--- src/rtl/wbst_pkg.sv ---
package wbst_pkg;
  localparam int ADR_W = 3;
  localparam int DAT_W = 32;

  localparam logic [DAT_W-1:0] ID_WORD   = 32'h1ED91FCA;
  localparam logic [DAT_W-1:0] VER_WORD  = 32'hD4880D94;
  localparam logic [DAT_W-1:0] FILL_WORD = 32'hA5A5A5A5;

  typedef enum logic [ADR_W-1:0] {
    SLOT_ID   = 3'd0,
    SLOT_VER  = 3'd1,
    SLOT_RSV2 = 3'd2,
    SLOT_RSV3 = 3'd3,
    SLOT_RW   = 3'd4,
    SLOT_WO   = 3'd5,
    SLOT_RO   = 3'd6,
    SLOT_HANG = 3'd7
  } slot_e;

  typedef enum logic [1:0] {
    RESP_NONE = 2'd0,
    RESP_ACK  = 2'd1,
    RESP_ERR  = 2'd2
  } resp_e;
endpackage

--- src/rtl/wbst_decode.sv ---
module wbst_decode
  import wbst_pkg::*;
#(
  parameter bit TEST_EN = 1'b1
) (
  input  logic [ADR_W-1:0] adr,
  input  logic             we,
  output resp_e            resp,
  output logic             hit_rw_wr,
  output logic             hit_wo_wr
);
  always_comb begin
    resp      = RESP_ERR;
    hit_rw_wr = 1'b0;
    hit_wo_wr = 1'b0;
    unique case (slot_e'(adr))
      SLOT_ID, SLOT_VER: resp = RESP_ACK;
      SLOT_RW: if (TEST_EN) begin
        resp      = RESP_ACK;
        hit_rw_wr = we;
      end
      SLOT_WO: if (TEST_EN) begin
        resp      = we ? RESP_ACK : RESP_ERR;
        hit_wo_wr = we;
      end
      SLOT_RO: if (TEST_EN) resp = we ? RESP_ERR : RESP_ACK;
      SLOT_HANG: if (TEST_EN) resp = RESP_NONE;
      default: resp = RESP_ERR;
    endcase
  end
endmodule

--- src/rtl/wbst_regs.sv ---
module wbst_regs #(
  parameter int DW = 32
) (
  input  logic            clk,
  input  logic            rst,
  input  logic            wr_rw,
  input  logic            wr_wo,
  input  logic [DW-1:0]   wdat,
  input  logic [DW/8-1:0] sel,
  output logic [DW-1:0]   rw_q,
  output logic [DW-1:0]   wo_q
);
  localparam int NB = DW / 8;

  for (genvar i = 0; i < NB; i++) begin : g_lane
    always_ff @(posedge clk) begin
      if (rst) begin
        rw_q[8*i +: 8] <= '0;
        wo_q[8*i +: 8] <= '0;
      end else begin
        if (wr_rw && sel[i]) rw_q[8*i +: 8] <= wdat[8*i +: 8];
        if (wr_wo && sel[i]) wo_q[8*i +: 8] <= wdat[8*i +: 8];
      end
    end
  end

  // the mirrored value only moves on an accepted write to address 5
  p_wo_hold_r5: assert property (@(posedge clk) disable iff (rst)
    !wr_wo |=> $stable(wo_q));
  // the read/write register only moves on its own write
  p_rw_hold_r3: assert property (@(posedge clk) disable iff (rst)
    !wr_rw |=> $stable(rw_q));
endmodule

--- src/rtl/wbst_hs.sv ---
module wbst_hs
  import wbst_pkg::*;
(
  input  logic  clk,
  input  logic  rst,
  input  logic  cyc,
  input  logic  stb,
  input  resp_e resp,
  output logic  accept,
  output logic  ack,
  output logic  err
);
  logic done_q;

  assign accept = cyc && stb && !done_q;

  always_ff @(posedge clk) begin
    if (rst) begin
      done_q <= 1'b0;
      ack    <= 1'b0;
      err    <= 1'b0;
    end else begin
      if (!(cyc && stb)) done_q <= 1'b0;
      else if (accept)   done_q <= 1'b1;
      ack <= accept && (resp == RESP_ACK);
      err <= accept && (resp == RESP_ERR);
    end
  end

  p_excl_r8: assert property (@(posedge clk) disable iff (rst)
    !(ack && err));
  p_pulse_r8: assert property (@(posedge clk) disable iff (rst)
    (ack || err) |=> !(ack || err));
  p_cause_r8: assert property (@(posedge clk) disable iff (rst)
    (ack || err) |-> $past(cyc && stb));
endmodule

--- src/rtl/wb_selftest_slave.sv ---
module wb_selftest_slave
  import wbst_pkg::*;
#(
  parameter bit TEST_EN = 1'b1
) (
  input  logic                clk_i,
  input  logic                rst_i,
  input  logic                cyc_i,
  input  logic                stb_i,
  input  logic                we_i,
  input  logic [ADR_W-1:0]    adr_i,
  input  logic [DAT_W-1:0]    dat_i,
  input  logic [DAT_W/8-1:0]  sel_i,
  output logic [DAT_W-1:0]    dat_o,
  output logic                ack_o,
  output logic                err_o
);
  resp_e             resp;
  logic              hit_rw_wr, hit_wo_wr, accept;
  logic [DAT_W-1:0]  rw_q, wo_q, rdata;

  wbst_decode #(.TEST_EN(TEST_EN)) u_dec (
    .adr(adr_i), .we(we_i), .resp(resp),
    .hit_rw_wr(hit_rw_wr), .hit_wo_wr(hit_wo_wr)
  );

  wbst_regs #(.DW(DAT_W)) u_regs (
    .clk(clk_i), .rst(rst_i),
    .wr_rw(accept && hit_rw_wr), .wr_wo(accept && hit_wo_wr),
    .wdat(dat_i), .sel(sel_i), .rw_q(rw_q), .wo_q(wo_q)
  );

  wbst_hs u_hs (
    .clk(clk_i), .rst(rst_i), .cyc(cyc_i), .stb(stb_i), .resp(resp),
    .accept(accept), .ack(ack_o), .err(err_o)
  );

  always_comb begin
    unique case (slot_e'(adr_i))
      SLOT_ID:  rdata = ID_WORD;
      SLOT_VER: rdata = VER_WORD;
      SLOT_RW:  rdata = rw_q;
      SLOT_RO:  rdata = wo_q;
      default:  rdata = '0;
    endcase
  end

  always_ff @(posedge clk_i) begin
    if (rst_i)                                dat_o <= '0;
    else if (accept && resp == RESP_ACK)      dat_o <= rdata;
    else if (accept && resp == RESP_ERR)      dat_o <= FILL_WORD;
    else                                      dat_o <= '0;
  end

  p_hang_r6: assert property (@(posedge clk_i) disable iff (rst_i)
    (TEST_EN && accept && adr_i == 3'd7) |=> !(ack_o || err_o));
  p_fill_r7: assert property (@(posedge clk_i) disable iff (rst_i)
    err_o |-> (dat_o == FILL_WORD));
  p_ro_wr_r5: assert property (@(posedge clk_i) disable iff (rst_i)
    (accept && we_i && adr_i == 3'd6) |=> ($stable(wo_q) && $stable(rw_q)));
endmodule

--- config.mk ---
export PLATFORM = sky130hd
export DESIGN_NAME = wb_selftest_slave
export DESIGN_NICKNAME = d
export VERILOG_FILES = /design/src/rtl/wbst_pkg.sv /design/src/rtl/wbst_decode.sv /design/src/rtl/wbst_regs.sv /design/src/rtl/wbst_hs.sv /design/src/rtl/wb_selftest_slave.sv
export SDC_FILE = /design/constraint.sdc
export NUM_CORES = 1
export LEC_CHECK = 0
export CORE_UTILIZATION = 52
export DETAILED_ROUTE_END_ITERATION = 7
export PLACE_DENSITY = 0.83
export SLEW_MARGIN = 5
export SYNTH_ARGS = -nofsm -noshare
export SYNTH_HDL_FRONTEND = slang
export SYNTH_SLANG_ARGS = --single-unit
--- constraint.sdc ---
create_clock -name clk_i -period 1.5 [get_ports clk_i]
set_input_delay 0.375 -clock clk_i [delete_from_list [all_inputs] [get_ports clk_i]]
set_output_delay 0.375 -clock clk_i [all_outputs]
set_load 0.02 [all_outputs]
==> results by group <==
Route
  • Final WL: 10.3 mm
  • DRT iter0 DRCs: 152
  • Vias: 3375
  • Via density: 5.41
  • WL per Instance: 16.5 um
  • Remaining antenna violation count after routing: 0
  • Total iterations of the first detailed-routing run: 4
  • Residual DRC: 0

Setup path
  • Startpoint types: primary input
  • Crit-path max FO: 7
  • CP bufs+invs: 2
  • Family with the most delay on the worst path: compound AO/OA/AOI/OAI gates
  • Critical path class: in -> reg
  • Critical path's largest stage delay: 0.40 ns
  • Crit path DAT: 1.70 ns
  • Crit end category: flip-flop
  • Critical path required time: 1.77 ns
  • Crit-path cells: dlygate4sd2_1 -> buf_4 -> nand2b_2 -> a211o_4 -> a211oi_1
  • Max stage delay cell, worst path: a211o_4

Clock tree
  • Clk sinks: 99
  • Root Driver: clkbuf_8
  • CTS Buf Count: 9
  • Htree depth: 3
  • TritonCTS clock tree: yes
  • Clk slew on worst S/H paths: 0.08 ns
  • Hold_buf cts: 0
  • Clock buffer depth: 2
  • Clk_lat worst skew: 0.37 ns

Yosys
  • Number of flops mapped to enable cells by yosys: 0
  • Synthesized instance count: 421
  • Synthesis warning total: 0
  • Syn avg cell area: 10.1 um2
  • Cell taking the most area after synthesis: dfxtp_1
  • Post-synth top flop: dfxtp_1
  • Syn_nets: 465
  • Post-synth top area share: 0.466
  • Sequential share of the synthesized area: 0.466
  • Share of synthesized registers carrying an async set or reset: 0
  • Post-synth cell types: 39
  • FF+latch count, synth: 99
  • Cell Area, Synth: 0.00425 mm2
  • Synth top area cells: dfxtp_1 47%, mux2i_1 16%, nand2b_1 14%, mux2_2 2.1%, a211oi_1 1.9%

Floorplanning
  • Total core area: 0.00781 mm2
  • Die Ht: 92.5 um
  • Die width: 92.5 um
  • Die Area: 0.00855 mm2
  • Initial Util: 0.545
  • Site Rows: 32
  • Num ports: 78

Cells and area
  • Share of layout cells above drive strength 1: 0.159
  • Area Growth Syn to Fin: 31.9%
  • N_diodes: 0
  • Fin nets: 562
  • Final std cells w/o fill: 624

STA
  • RSZ-0062 raised after global routing: false
  • Slew of the pin with the lowest slew margin: 0.336 ns
  • Period minus WS final: 1.43 ns
  • Fmax: 700 MHz
  • Setup violations, final: 0
  • Final period util: 0.952
  • Final Hold Fails: 0
  • Slew HR: 0.776
  • Final Slew Violations: 0
  • Layout Skew: 0.0101 ns
  • Final hold slack: 0.477 ns

GRT
  • Initial antenna violation count: 0
  • Total Routing Usage GR: 0.250
  • Largest net degree at the start of global routing: 98
  • Vias in the first global route: 3326
  • Global-route wire length before repair: 16.4 mm
  • Gr ovfl total: 0

Placement
  • Buffers on Ports: 77
  • Placer congestion estimate: 0.913
  • Final HPWL DP: 6.90 mm
  • Inst Count DP: 608

Power
  • VDD IR max: 0.553 mV
  • PD cells: 870 mW/mm2
  • Leakage: 2.36 nW

Run status
  • Status: finished clean

Hold path
  • Hold Crit Class: reg -> reg

Run
  • Max-Cap Viols: 0
[timing repair]
action	4_1_cts	5_1_grt
pin swaps	1	0
resized for setup	50	6
cloned	1	0
endpoints found under the setup margin	105	54
setup buffers	0	0
[cell usage after synthesis, drive strengths merged, types with 4 or more instances]
cell type and instances:
nand4 4, o21ai 15, a21oi 11, nor2b 8, clkbuf 16, mux2i 66, mux2 8, nand2b 97
nand2 12, buf 14, nand3 12, o221ai 5, dfxtp 99, a211oi 11, nor2 13, a31oi 8
[registers in the layout, indices dropped and copies added (netlist names)]
register and flops:
u_hs.ack 1, dat_o 32, u_hs.err 1, u_hs.done_q 1, u_regs.rw_q 32, u_regs.wo_q 32
[per-layer routing]
layer  part of all wire  vias to the layer above  global-route usage
met5                  0                        -                   0
met4              0.022                        0               0.111
met3              0.039                       19              0.0386
met2               0.49                       92               0.420
met1               0.45                     1616               0.316
li1                   -                     1648                   -
[path summary, 6_finish.rpt]
path,end,from,cells past startpoint,slack (ns)
min reg2reg,dat_o[22]$_SDFF_PP0_,u_regs.wo_q[22]$_SDFFE_PP0P_,2,0.48
max,dat_o[12]$_SDFF_PP0_,we_i,5,0.07
max reg2reg,u_regs.rw_q[12]$_SDFFE_PP0P_,u_hs.done_q$_SDFFE_PP0P_,4,0.12
min,dat_o[22]$_SDFF_PP0_,u_regs.wo_q[22]$_SDFFE_PP0P_,2,0.48
[worst register-to-register path, cell delays in order, from the launching register on]
cell     delay [ns]
dfxtp_1        0.36
nor4b_4        0.30
nor2b_1        0.24
buf_4          0.21
mux2i_1        0.20
[area by class of cell]
type                            count  area, um2
Clock buffer                       11        141
Tap cell                          102        128
Timing Repair Buffer              115       1120
Inverter                            2       7.51
Sequential cell                    99       1980
Fill cell                         580       2200
Clock inverter                      4       51.3
Multi-Input combinational cell    291       2180
[cell usage in the layout, fill, tap and decap left out, types with 9 or more instances in the layout]
cell type,netlist,routed
a21oi_1,11,10
nand2b_1,97,96
nor2_1,10,10
clkdlybuf4s50_1,0,36
buf_4,4,27
o21ai_0,12,12
nand2_1,12,12
mux2i_1,66,66
nand3_1,9,9
dfxtp_1,99,99
clkbuf_8,0,10
dlygate4sd2_1,0,39
[through the flow]
step / power, mW / area [um2] / utilization / setup WS (ns) / TNS, ns
2_1_floorplan: 2.98 / 4250 / - / 0.119 / 0
3_3_place_gp: 3.23 / 5380 / 0.689 / -0.478 / -36.77
3_5_place_dp: 3.24 / 5380 / 0.689 / -0.499 / -38.47
4_1_cts: 4.90 / 5590 / 0.717 / 0.0177 / 0
5_1_grt: 5.06 / 5610 / 0.718 / 0.0204 / 0
6_report: 4.88 / 5610 / 0.718 / 0.0713 / 0
[power breakdown]
part / leakage (nW) / switching [mW] / internal [mW] / total (mW)
Clock: 0.0954 / 0.885 / 0.808 / 1.69
Combinational: 1.47 / 0.257 / 0.271 / 0.529
Sequential: 0.799 / 0.00962 / 2.65 / 2.66
[cells by family (layout without fill, tap and decap cells)]
| group | Yosys count | in the layout | share of synthesized area |
|---|---|---|---|
| and+or+nand+nor | 161 | 161 | 0.238 |
| muxes | 74 | 74 | 0.176 |
| buffers and inverters | 32 | 132 | 0.0374 |
| DFF | 99 | 99 | 0.466 |
| AOI/OAI and AO/OA | 55 | 56 | 0.0824 |
Note: power is estimated with default switching activity, not from simulation.
